<file path="src/rtl/regif_pkg.sv">
package regif_pkg;

    localparam int BUS_W   = 8;
    localparam int N_STORE = 15;
    localparam int N_STAT  = 5;
    localparam int N_WATCH = 4;
    localparam int N_LOW   = 12;

    typedef enum logic [2:0] {
        BUS_IDLE,
        BUS_READ,
        BUS_READ_END,
        BUS_WRITE,
        BUS_WRITE_COMMIT
    } bus_state_e;

    // Address of writable slot idx (slot order is visible on ctrl_regs_o).
    function automatic logic [BUS_W-1:0] store_addr(input int idx);
        if (idx < N_LOW)
            return BUS_W'(idx);
        else if (idx == N_LOW)
            return BUS_W'(8'h0F);
        else if (idx == N_LOW + 1)
            return BUS_W'(8'h1E);
        else
            return BUS_W'(8'h1F);
    endfunction

    // Address of status slot idx; the first N_WATCH slots raise the interrupt.
    function automatic logic [BUS_W-1:0] stat_addr(input int idx);
        case (idx)
            0:       return BUS_W'(8'h0C);
            1:       return BUS_W'(8'h0D);
            2:       return BUS_W'(8'h1C);
            3:       return BUS_W'(8'h1D);
            default: return BUS_W'(8'h0E);
        endcase
    endfunction

endpackage

</file>
<file path="src/rtl/regif_sample.sv">
module regif_sample #(
    parameter int             W       = 1,
    parameter logic [W-1:0]   RST_VAL = '0
) (
    input  logic         clk,
    input  logic         rst_n,
    input  logic [W-1:0] d,
    output logic [W-1:0] q
);

    always_ff @(posedge clk or negedge rst_n) begin
        if (!rst_n)
            q <= RST_VAL;
        else
            q <= d;
    end

endmodule

</file>
<file path="src/rtl/regif_bus_fsm.sv">
module regif_bus_fsm
    import regif_pkg::*;
#(
    parameter int AW = BUS_W
) (
    input  logic          clk,
    input  logic          rst_n,
    input  logic          mux_mode,
    input  logic          ale_s,
    input  logic          rd_n_s,
    input  logic          wr_n_s,
    input  logic          sel_s,
    input  logic [AW-1:0] a_s,
    input  logic [AW-1:0] b_s,
    output bus_state_e    state_o,
    output logic [AW-1:0] acc_addr_o,
    output logic [AW-1:0] latched_addr_o,
    output logic [AW-1:0] wr_addr_o,
    output logic [AW-1:0] wr_data_o,
    output logic [AW-1:0] done_addr_o,
    output logic          rd_active_o,
    output logic          rd_done_o,
    output logic          wr_en_o
);

    bus_state_e    st_q;
    bus_state_e    st_d;
    logic          ale_prev_q;
    logic [AW-1:0] alat_q;
    logic [AW-1:0] wr_addr_q;
    logic [AW-1:0] wr_data_q;
    logic [AW-1:0] rd_addr_q;
    logic          ale_fall;
    logic [AW-1:0] acc_addr;

    assign ale_fall = ale_prev_q & ~ale_s;
    assign acc_addr = mux_mode ? alat_q : a_s;

    always_ff @(posedge clk or negedge rst_n) begin
        if (!rst_n) begin
            ale_prev_q <= 1'b0;
            alat_q     <= '0;
        end else begin
            ale_prev_q <= ale_s;
            if (ale_fall)
                alat_q <= a_s;
        end
    end

    // State register
    always_ff @(posedge clk or negedge rst_n) begin
        if (!rst_n)
            st_q <= BUS_IDLE;
        else
            st_q <= st_d;
    end

    always_comb begin
        st_d = st_q;
        unique case (st_q)
            BUS_IDLE: begin
                if (sel_s && !rd_n_s)
                    st_d = BUS_READ;
                else if (sel_s && !wr_n_s)
                    st_d = BUS_WRITE;
            end
            BUS_READ: begin
                if (!sel_s || rd_n_s)
                    st_d = BUS_READ_END;
            end
            BUS_READ_END: st_d = BUS_IDLE;
            BUS_WRITE: begin
                if (!sel_s)
                    st_d = BUS_IDLE;
                else if (wr_n_s)
                    st_d = BUS_WRITE_COMMIT;
            end
            BUS_WRITE_COMMIT: st_d = BUS_IDLE;
            default: st_d = BUS_IDLE;
        endcase
    end

    // Access datapath: address and data follow the bus while the strobe is held
    always_ff @(posedge clk or negedge rst_n) begin
        if (!rst_n) begin
            wr_addr_q <= '0;
            wr_data_q <= '0;
            rd_addr_q <= '0;
        end else begin
            if (st_q == BUS_WRITE) begin
                wr_addr_q <= acc_addr;
                wr_data_q <= mux_mode ? a_s : b_s;
            end
            if (st_q == BUS_READ)
                rd_addr_q <= acc_addr;
        end
    end

    // Outputs
    always_comb begin
        rd_active_o = (st_q == BUS_READ);
        rd_done_o   = (st_q == BUS_READ_END);
        wr_en_o     = (st_q == BUS_WRITE_COMMIT);
    end

    assign state_o        = st_q;
    assign acc_addr_o     = acc_addr;
    assign latched_addr_o = alat_q;
    assign wr_addr_o      = wr_addr_q;
    assign wr_data_o      = wr_data_q;
    assign done_addr_o    = rd_addr_q;

endmodule

</file>
<file path="src/rtl/regif_store.sv">
module regif_store
    import regif_pkg::*;
(
    input  logic                       clk,
    input  logic                       rst_n,
    input  logic                       wr_en,
    input  logic [BUS_W-1:0]           wr_addr,
    input  logic [BUS_W-1:0]           wr_data,
    input  logic [BUS_W-1:0]           rd_addr,
    input  logic [N_STAT*BUS_W-1:0]    stat_flat,
    output logic [BUS_W-1:0]           rd_data,
    output logic [N_STORE*BUS_W-1:0]   store_flat
);

    for (genvar g = 0; g < N_STORE; g++) begin : g_slot
        logic [BUS_W-1:0] slot_q;
        always_ff @(posedge clk or negedge rst_n) begin
            if (!rst_n)
                slot_q <= '0;
            else if (wr_en && (wr_addr == store_addr(g)))
                slot_q <= wr_data;
        end
        assign store_flat[g*BUS_W +: BUS_W] = slot_q;
    end

    // Read decode: undecoded addresses fall through to zero
    always_comb begin
        rd_data = '0;
        for (int i = 0; i < N_STORE; i++) begin
            if (rd_addr == store_addr(i))
                rd_data = store_flat[i*BUS_W +: BUS_W];
        end
        for (int j = 0; j < N_STAT; j++) begin
            if (rd_addr == stat_addr(j))
                rd_data = stat_flat[j*BUS_W +: BUS_W];
        end
    end

endmodule

</file>
<file path="src/rtl/regif_irq.sv">
module regif_irq
    import regif_pkg::*;
(
    input  logic                    clk,
    input  logic                    rst_n,
    input  logic [N_STAT*BUS_W-1:0] stat_in,
    input  logic                    clr_en,
    input  logic [BUS_W-1:0]        clr_addr,
    output logic [N_STAT*BUS_W-1:0] stat_q,
    output logic                    irq_n
);

    logic [N_WATCH-1:0] pend;

    regif_sample #(.W(N_STAT*BUS_W)) u_snap (
        .clk   (clk),
        .rst_n (rst_n),
        .d     (stat_in),
        .q     (stat_q)
    );

    for (genvar w = 0; w < N_WATCH; w++) begin : g_watch
        logic chg;
        logic clr;
        logic pend_q;
        assign chg = (stat_in[w*BUS_W +: BUS_W] != stat_q[w*BUS_W +: BUS_W]);
        assign clr = clr_en && (clr_addr == stat_addr(w));
        always_ff @(posedge clk or negedge rst_n) begin
            if (!rst_n)
                pend_q <= 1'b0;
            else
                pend_q <= chg | (pend_q & ~clr);
        end
        assign pend[w] = pend_q;
    end

    assign irq_n = ~|pend;

endmodule

</file>
<file path="src/rtl/cpu_regif_top.sv">
module cpu_regif_top
    import regif_pkg::*;
(
    input  logic                     clk,
    input  logic                     rst_n,
    input  logic                     mux_mode_i,
    input  logic                     cs_a_i,
    input  logic                     cs_b_i,
    input  logic                     ale_i,
    input  logic                     rd_n_i,
    input  logic                     wr_n_i,
    input  logic [BUS_W-1:0]         bus_a_i,
    output logic [BUS_W-1:0]         bus_a_o,
    output logic                     bus_a_oe_o,
    input  logic [BUS_W-1:0]         bus_b_i,
    output logic [BUS_W-1:0]         bus_b_o,
    output logic                     bus_b_oe_o,
    input  logic [BUS_W-1:0]         stat_tone_i,
    input  logic [BUS_W-1:0]         stat_link_i,
    input  logic [BUS_W-1:0]         stat_ext_i,
    input  logic [BUS_W-1:0]         stat_diag_i,
    input  logic [BUS_W-1:0]         stat_aux_i,
    output logic [N_STORE*BUS_W-1:0] ctrl_regs_o,
    output logic                     irq_n_o
);

    localparam int CTL_W = 4;

    logic [CTL_W-1:0]        ctl_s;
    logic [2*BUS_W-1:0]      dat_s;
    logic [N_STAT*BUS_W-1:0] stat_raw;
    logic [N_STAT*BUS_W-1:0] stat_q;
    bus_state_e              bus_state;
    logic [BUS_W-1:0]        acc_addr;
    logic [BUS_W-1:0]        latched_addr;
    logic [BUS_W-1:0]        wr_addr;
    logic [BUS_W-1:0]        wr_data;
    logic [BUS_W-1:0]        done_addr;
    logic [BUS_W-1:0]        rd_data;
    logic                    rd_active;
    logic                    rd_done;
    logic                    wr_en;

    // Sampled order: {ale, rd_n, wr_n, select}
    regif_sample #(.W(CTL_W), .RST_VAL(4'b0110)) u_ctl (
        .clk   (clk),
        .rst_n (rst_n),
        .d     ({ale_i, rd_n_i, wr_n_i, cs_a_i & cs_b_i}),
        .q     (ctl_s)
    );

    regif_sample #(.W(2*BUS_W)) u_dat (
        .clk   (clk),
        .rst_n (rst_n),
        .d     ({bus_a_i, bus_b_i}),
        .q     (dat_s)
    );

    regif_bus_fsm #(.AW(BUS_W)) u_fsm (
        .clk            (clk),
        .rst_n          (rst_n),
        .mux_mode       (mux_mode_i),
        .ale_s          (ctl_s[3]),
        .rd_n_s         (ctl_s[2]),
        .wr_n_s         (ctl_s[1]),
        .sel_s          (ctl_s[0]),
        .a_s            (dat_s[2*BUS_W-1:BUS_W]),
        .b_s            (dat_s[BUS_W-1:0]),
        .state_o        (bus_state),
        .acc_addr_o     (acc_addr),
        .latched_addr_o (latched_addr),
        .wr_addr_o      (wr_addr),
        .wr_data_o      (wr_data),
        .done_addr_o    (done_addr),
        .rd_active_o    (rd_active),
        .rd_done_o      (rd_done),
        .wr_en_o        (wr_en)
    );

    assign stat_raw = {stat_aux_i, stat_diag_i, stat_ext_i, stat_link_i, stat_tone_i};

    regif_irq u_irq (
        .clk      (clk),
        .rst_n    (rst_n),
        .stat_in  (stat_raw),
        .clr_en   (rd_done),
        .clr_addr (done_addr),
        .stat_q   (stat_q),
        .irq_n    (irq_n_o)
    );

    regif_store u_store (
        .clk        (clk),
        .rst_n      (rst_n),
        .wr_en      (wr_en),
        .wr_addr    (wr_addr),
        .wr_data    (wr_data),
        .rd_addr    (acc_addr),
        .stat_flat  (stat_q),
        .rd_data    (rd_data),
        .store_flat (ctrl_regs_o)
    );

    assign bus_a_o    = rd_data;
    assign bus_a_oe_o = mux_mode_i & rd_active;
    assign bus_b_o    = mux_mode_i ? latched_addr : rd_data;
    assign bus_b_oe_o = mux_mode_i | rd_active;

endmodule

</file>
<file path="config.mk">
export PLATFORM = sky130hd
export DESIGN_NAME = cpu_regif_top
export DESIGN_NICKNAME = d
export VERILOG_FILES = /design/src/rtl/regif_pkg.sv /design/src/rtl/regif_sample.sv /design/src/rtl/regif_bus_fsm.sv /design/src/rtl/regif_store.sv /design/src/rtl/regif_irq.sv /design/src/rtl/cpu_regif_top.sv
export SDC_FILE = /design/constraint.sdc
export NUM_CORES = 1
export LEC_CHECK = 0
export ABC_CLOCK_PERIOD_IN_PS = 2180
export BUFFER_PORTS_ARGS = -buffer_cell sky130_fd_sc_hd__buf_2
export CORE_MARGIN = 3
export CORE_UTILIZATION = 50
export CTS_CLUSTER_DIAMETER = 40
export DETAILED_ROUTE_END_ITERATION = 12
export PLACE_DENSITY = 0.82
export SETUP_SLACK_MARGIN = 0.02
export SYNTH_ARGS = -nofsm -noshare
export SYNTH_HDL_FRONTEND = slang
export SYNTH_SLANG_ARGS = --single-unit
</file>
<file path="constraint.sdc">
create_clock -name clk -period 2.18 [get_ports clk]
set_input_delay 0 -clock clk [delete_from_list [all_inputs] [get_ports clk]]
set_output_delay 0 -clock clk [all_outputs]
set_load 0.1 [all_outputs]
</file>
==> impl_summary.txt <==
----------------------------------------------------
[Timing]
  Max Transition Viols Final ... 0
  Number of hold violations in the final report ... 0
  RSZ-0062 raised after global routing ... true
  Setup-violating endpoint count in the final report ... 16
  Share of the clock period used by the worst path ... 154%
  Worst clock skew ... 15.7 ps
  Smallest setup slack after layout ... -1190 ps
  Min Clock Period, post-route ... 3370 ps
  Worst-Margin Slew ... 848 ps
  Max-Slew Margin vs Limit ... 43.5%
  F_max ... 297 MHz

[Routing]
  Overall routed net length ... 40,500 um
  DRC violation total after the first TritonRoute iteration ... approximately 1,100
  Via density per instance ... 6.22
  Post-detailed-route count of antenna-violating nets ... 0
  Drt pass-1 iters ... 6
  Avg WL per Cell ... 25.2 um
  DRC ... 0
  Via count ... ~10,000

[Die]
  Count of pins on the block boundary ... 203
  Effective utilization at floorplan ... 51.4%
  Row Count ... about 50
  Core Area ... about 20,000 sq um
  Area of the die ... 22,000 sq um
  Die outline width ... 148 um
  Die Y-Extent ... 148 um

[Setup path]
  Largest driver fanout on the critical path ... 6
  Crit Reg-Reg Endpoint ... u_store.g_slot[13].slot_q[3]
  Cell with the most instances on the worst path ... sky130_fd_sc_hd__buf_4
  Start of the worst register-to-register path ... u_fsm.state_o[1]
  End point of the critical path ... bus_a_o[1]
  R2r setup slk ... 170 ps
  Arrival time at the worst endpoint ... 3370 ps
  Cell family contributing the most delay on the critical path ... compound AO/OA/AOI/OAI gates
  Setup Crit Path Kind ... flop to output pin
  Endpoint class of the critical path ... output pin
  Library cell contributing the largest single delay on the critical path ... sky130_fd_sc_hd__or3b_4
  Crit path buffers/inverters ... 4
  Worst-path cell chain ... or3b_4 > a22oi_2 > buf_6 > nand3_2 > buf_4 > a2bb2oi_1 > a21oi_1 > a211o_1 > buf_4 > nand2_8 > buf_12
  CP Depth ... 11
  Critical path required time ... 2180 ps
  Launching element of the worst setup path ... u_fsm.latched_addr_o[6]
  Reg2Reg Depth ... 7
  Kind of launch point of the worst setup path ... flop
  Worst path max stage delay ... ~440 ps

[Finish]
  Most used cells in the layout excluding fill and tap cells ... sky130_fd_sc_hd__dfrtp_1 (215), sky130_fd_sc_hd__buf_4 (185), sky130_fd_sc_hd__buf_2 (183)
  Sequential cell area ... around 5500 sq um
  Signed area change from the synthesized netlist to the final layout ... 55.0%
  Share of final-layout standard cells stronger than drive strength 1 ... 52.5%
  Number of antenna cells inserted ... 0
  Commonest non-fill, non-tap cell in the layout ... sky130_fd_sc_hd__dfrtp_1
  Net count reported at finish ... 1,385
  Core occupancy in the finished layout ... about four fifths
  Cell area after layout ... approximately 16,000 sq um
  Count of fill cells added during filler insertion ... 1,094
  Area used by multi-input combinational logic ... 5130 sq um

[Clocking]
  Clock insertion delay at the later pin of the skew report ... 550 ps
  Buffer type at the clock tree root ... sky130_fd_sc_hd__clkbuf_16
  Number of buffers on the longest clock path ... 3
  CTS tree ... built
  Number of levels in the clock H-tree ... 1
  Post-CTS clock slew at the launch and capture registers of the worst setup and hold paths ... 60 ps
  CTS Buf Count ... 30
  Clock net sink count ... between 200 and 250

[Yosys]
  Mapped Area ... 10,100 sq um
  Number of synthesized flops with an enable pin ... 0
  Yosys reg bits ... 220
  Post-Synthesis Cells ... 861
  Post-synthesis cell type count ... 67
  Leading cell types by total area after synthesis ... sky130_fd_sc_hd__dfrtp_1 (54%), sky130_fd_sc_hd__mux2_2 (14%), sky130_fd_sc_hd__xor2_1 (2.8%), sky130_fd_sc_hd__nand2_1 (2.4%), sky130_fd_sc_hd__o21ai_0 (2.0%)
  Yosys warning total ... 0
  Top FF cell, synth ... sky130_fd_sc_hd__dfrtp_1
  Number of nets produced by synthesis ... between 900 and 1,000
  Sequential element share of the synthesized area ... 54.4%
  Synth async-reset ratio ... 100%
  Cell accounting for the most synthesized area ... sky130_fd_sc_hd__dfrtp_1
  Mean instance size in the synthesized netlist ... 11.8 sq um
  Proportion of netlist area held by the largest area contributor ... between 50% and 60%

[Status]
  Status ... complete, but fails checks
  Failing checks ... negative setup slack

[Global routing]
  Total congestion overflow after global routing ... 0
  Global-route wire length before repair ... 60,300 um
  Maximum number of pins on one net before global-route repair ... 74
  Via count of the first global-routing pass ... 10,200
  Initial antenna violation count ... 0
  Global-route total usage across every layer ... a little over a third

[Flow run]
  MaxCap Viol Count ... 0

[Pwr]
  Internal Dissipation ... 0.00822 W
  PnR Total Power ... 0.0118 W
  Register share of total power ... between 40% and 50%
  Part of the power in the clock network ... 42.3%
  Power Density ... between 700 and 800 nW/um^2
  Net switching share of the total power ... 30.5%
  Combinational share of power ... 15.8%
  IR drop worst, VDD ... 0.730 mV
  P_leak ... 7.74 nW
  Net switching power ... 0.00361 W

[Hold path]
  Launch point of the worst hold path ... mux_mode_i
  Min-delay worst type ... primary input to flop

[Place]
  Quantity of I/O buffers inserted on ports ... roughly 200
  Area of placed instances ... 13,300 sq um
  Detailed placement HPWL ... 26,500 um
  Post-placement setup slack ... -689 ps
  Placer Congestion ... 0.986

----------------------------------------------------
[state kept, by name, summed over array words and instances, names as in the netlist]
| signal | flops |
|---|---|
| u_ctl.q | 4 |
| u_dat.q | 16 |
| u_fsm.ale_prev_q | 1 |
| u_fsm.done_addr_o | 8 |
| u_fsm.latched_addr_o | 8 |
| u_fsm.state_o | 3 |
| u_fsm.wr_addr_o | 8 |
| u_fsm.wr_data_o | 8 |
| u_irq.g_watch.pend_q | 4 |
| u_irq.u_snap.q | 40 |
| u_store.g_slot.slot_q | 120 |
[layer usage]
layer  wire length [um]  up-vias  part of all wire [%]  track usage, %
met1              14900     4930                    37            46.1
met5                  0        -                     0               0
met3               4280      194                    11            8.14
li1                   -     4131                     -               -
met2              19200      749                    47            58.0
met4               2160        0                   5.3            15.0
[cells by family after synthesis]
kind of cell	Yosys count	synth area share, %
xor gates and xnor gates	32	2.77
buffers and inverters	56	2.44
muxes	150	16.8
and+or+nand+nor	221	11.2
DFF	220	54.4
AOI/OAI and AO/OA	182	12.5
[worst min-delay path, stage by stage]
cell	delay (ps)
sky130_fd_sc_hd__buf_2	150
sky130_fd_sc_hd__buf_12	170
sky130_fd_sc_hd__mux2i_1	90
sky130_fd_sc_hd__o21ai_0	150
[power groups by stage]
| stage | registers [W] | logic (W) | clock network (W) |
|---|---|---|---|
| after floorplan | 0.00459 | 0.000967 | 0 |
| after global placement | 0.00494 | 0.00156 | 0 |
| after detailed placement | 0.00496 | 0.00158 | 0 |
| after CTS | 0.00490 | 0.00177 | 0.00500 |
| after global routing | 0.00497 | 0.00196 | 0.00520 |
| final | 0.00495 | 0.00187 | 0.00500 |
[worst min path at each step]
stage	end	depth (start not counted)
global placement	u_store.g_slot[8].slot_q[7]	1
floorplan	u_ctl.q[0]	0
detailed placement	u_store.g_slot[9].slot_q[2]	1
CTS	u_fsm.wr_data_o[5]	4
finish	u_fsm.wr_data_o[5]	4
global route	u_fsm.wr_data_o[5]	4
[what timing repair did]
action	4_1_cts	5_1_grt
hold endpoints to repair	282	0
pin swaps	38	27
setup buffers	19	11
hold buffers	63	0
resized for setup	83	39
setup endpoints to repair	16	66
[layout make-up]
| type | instances | share of cell area, % |
|---|---|---|
| timing repair buffer | 474 | 23.3 |
| clock inverter | 14 | 1.05 |
| multi-input combinational | 585 | 32.6 |
| inverter | 10 | 0.239 |
| clock buffer | 41 | 5.56 |
| sequential | 220 | 35.1 |
| tap | 265 | 2.11 |
[cells in the mapped netlist, drive strengths merged (3+ instances only)]
cell type  count
a211oi         3
a21oi         27
a221oi         6
a222oi         9
a22o           6
a22oi         13
a2bb2oi        5
a31oi          8
and2           5
and3          10
and3b          3
buf           14
clkbuf        32
dfrtp        218
inv           10
mux2         132
mux2i         16
nand2         65
nand2b         6
nand3         26
nand3b         7
nand4          7
nor2          41
nor3           8
nor3b          7
nor4          15
o211ai         5
o21a           5
o21ai         45
o221ai         7
o22ai         15
o2bb2ai        4
o31ai          3
o32a           3
or2            3
or3            6
or3b           6
xor2          32
[per-stage QoR]
stage               setup TNS [ps]  hold WS, ps  std cells
floorplan                    -8650         -296        861
global placement             -7970        -13.1       1464
detailed placement           -8480        -7.92       1464
finish                      -16980         72.3       1609
global route                -17610         83.4       1609
CTS                         -15600         51.1       1598
Note: power is estimated with default switching activity, not from simulation.
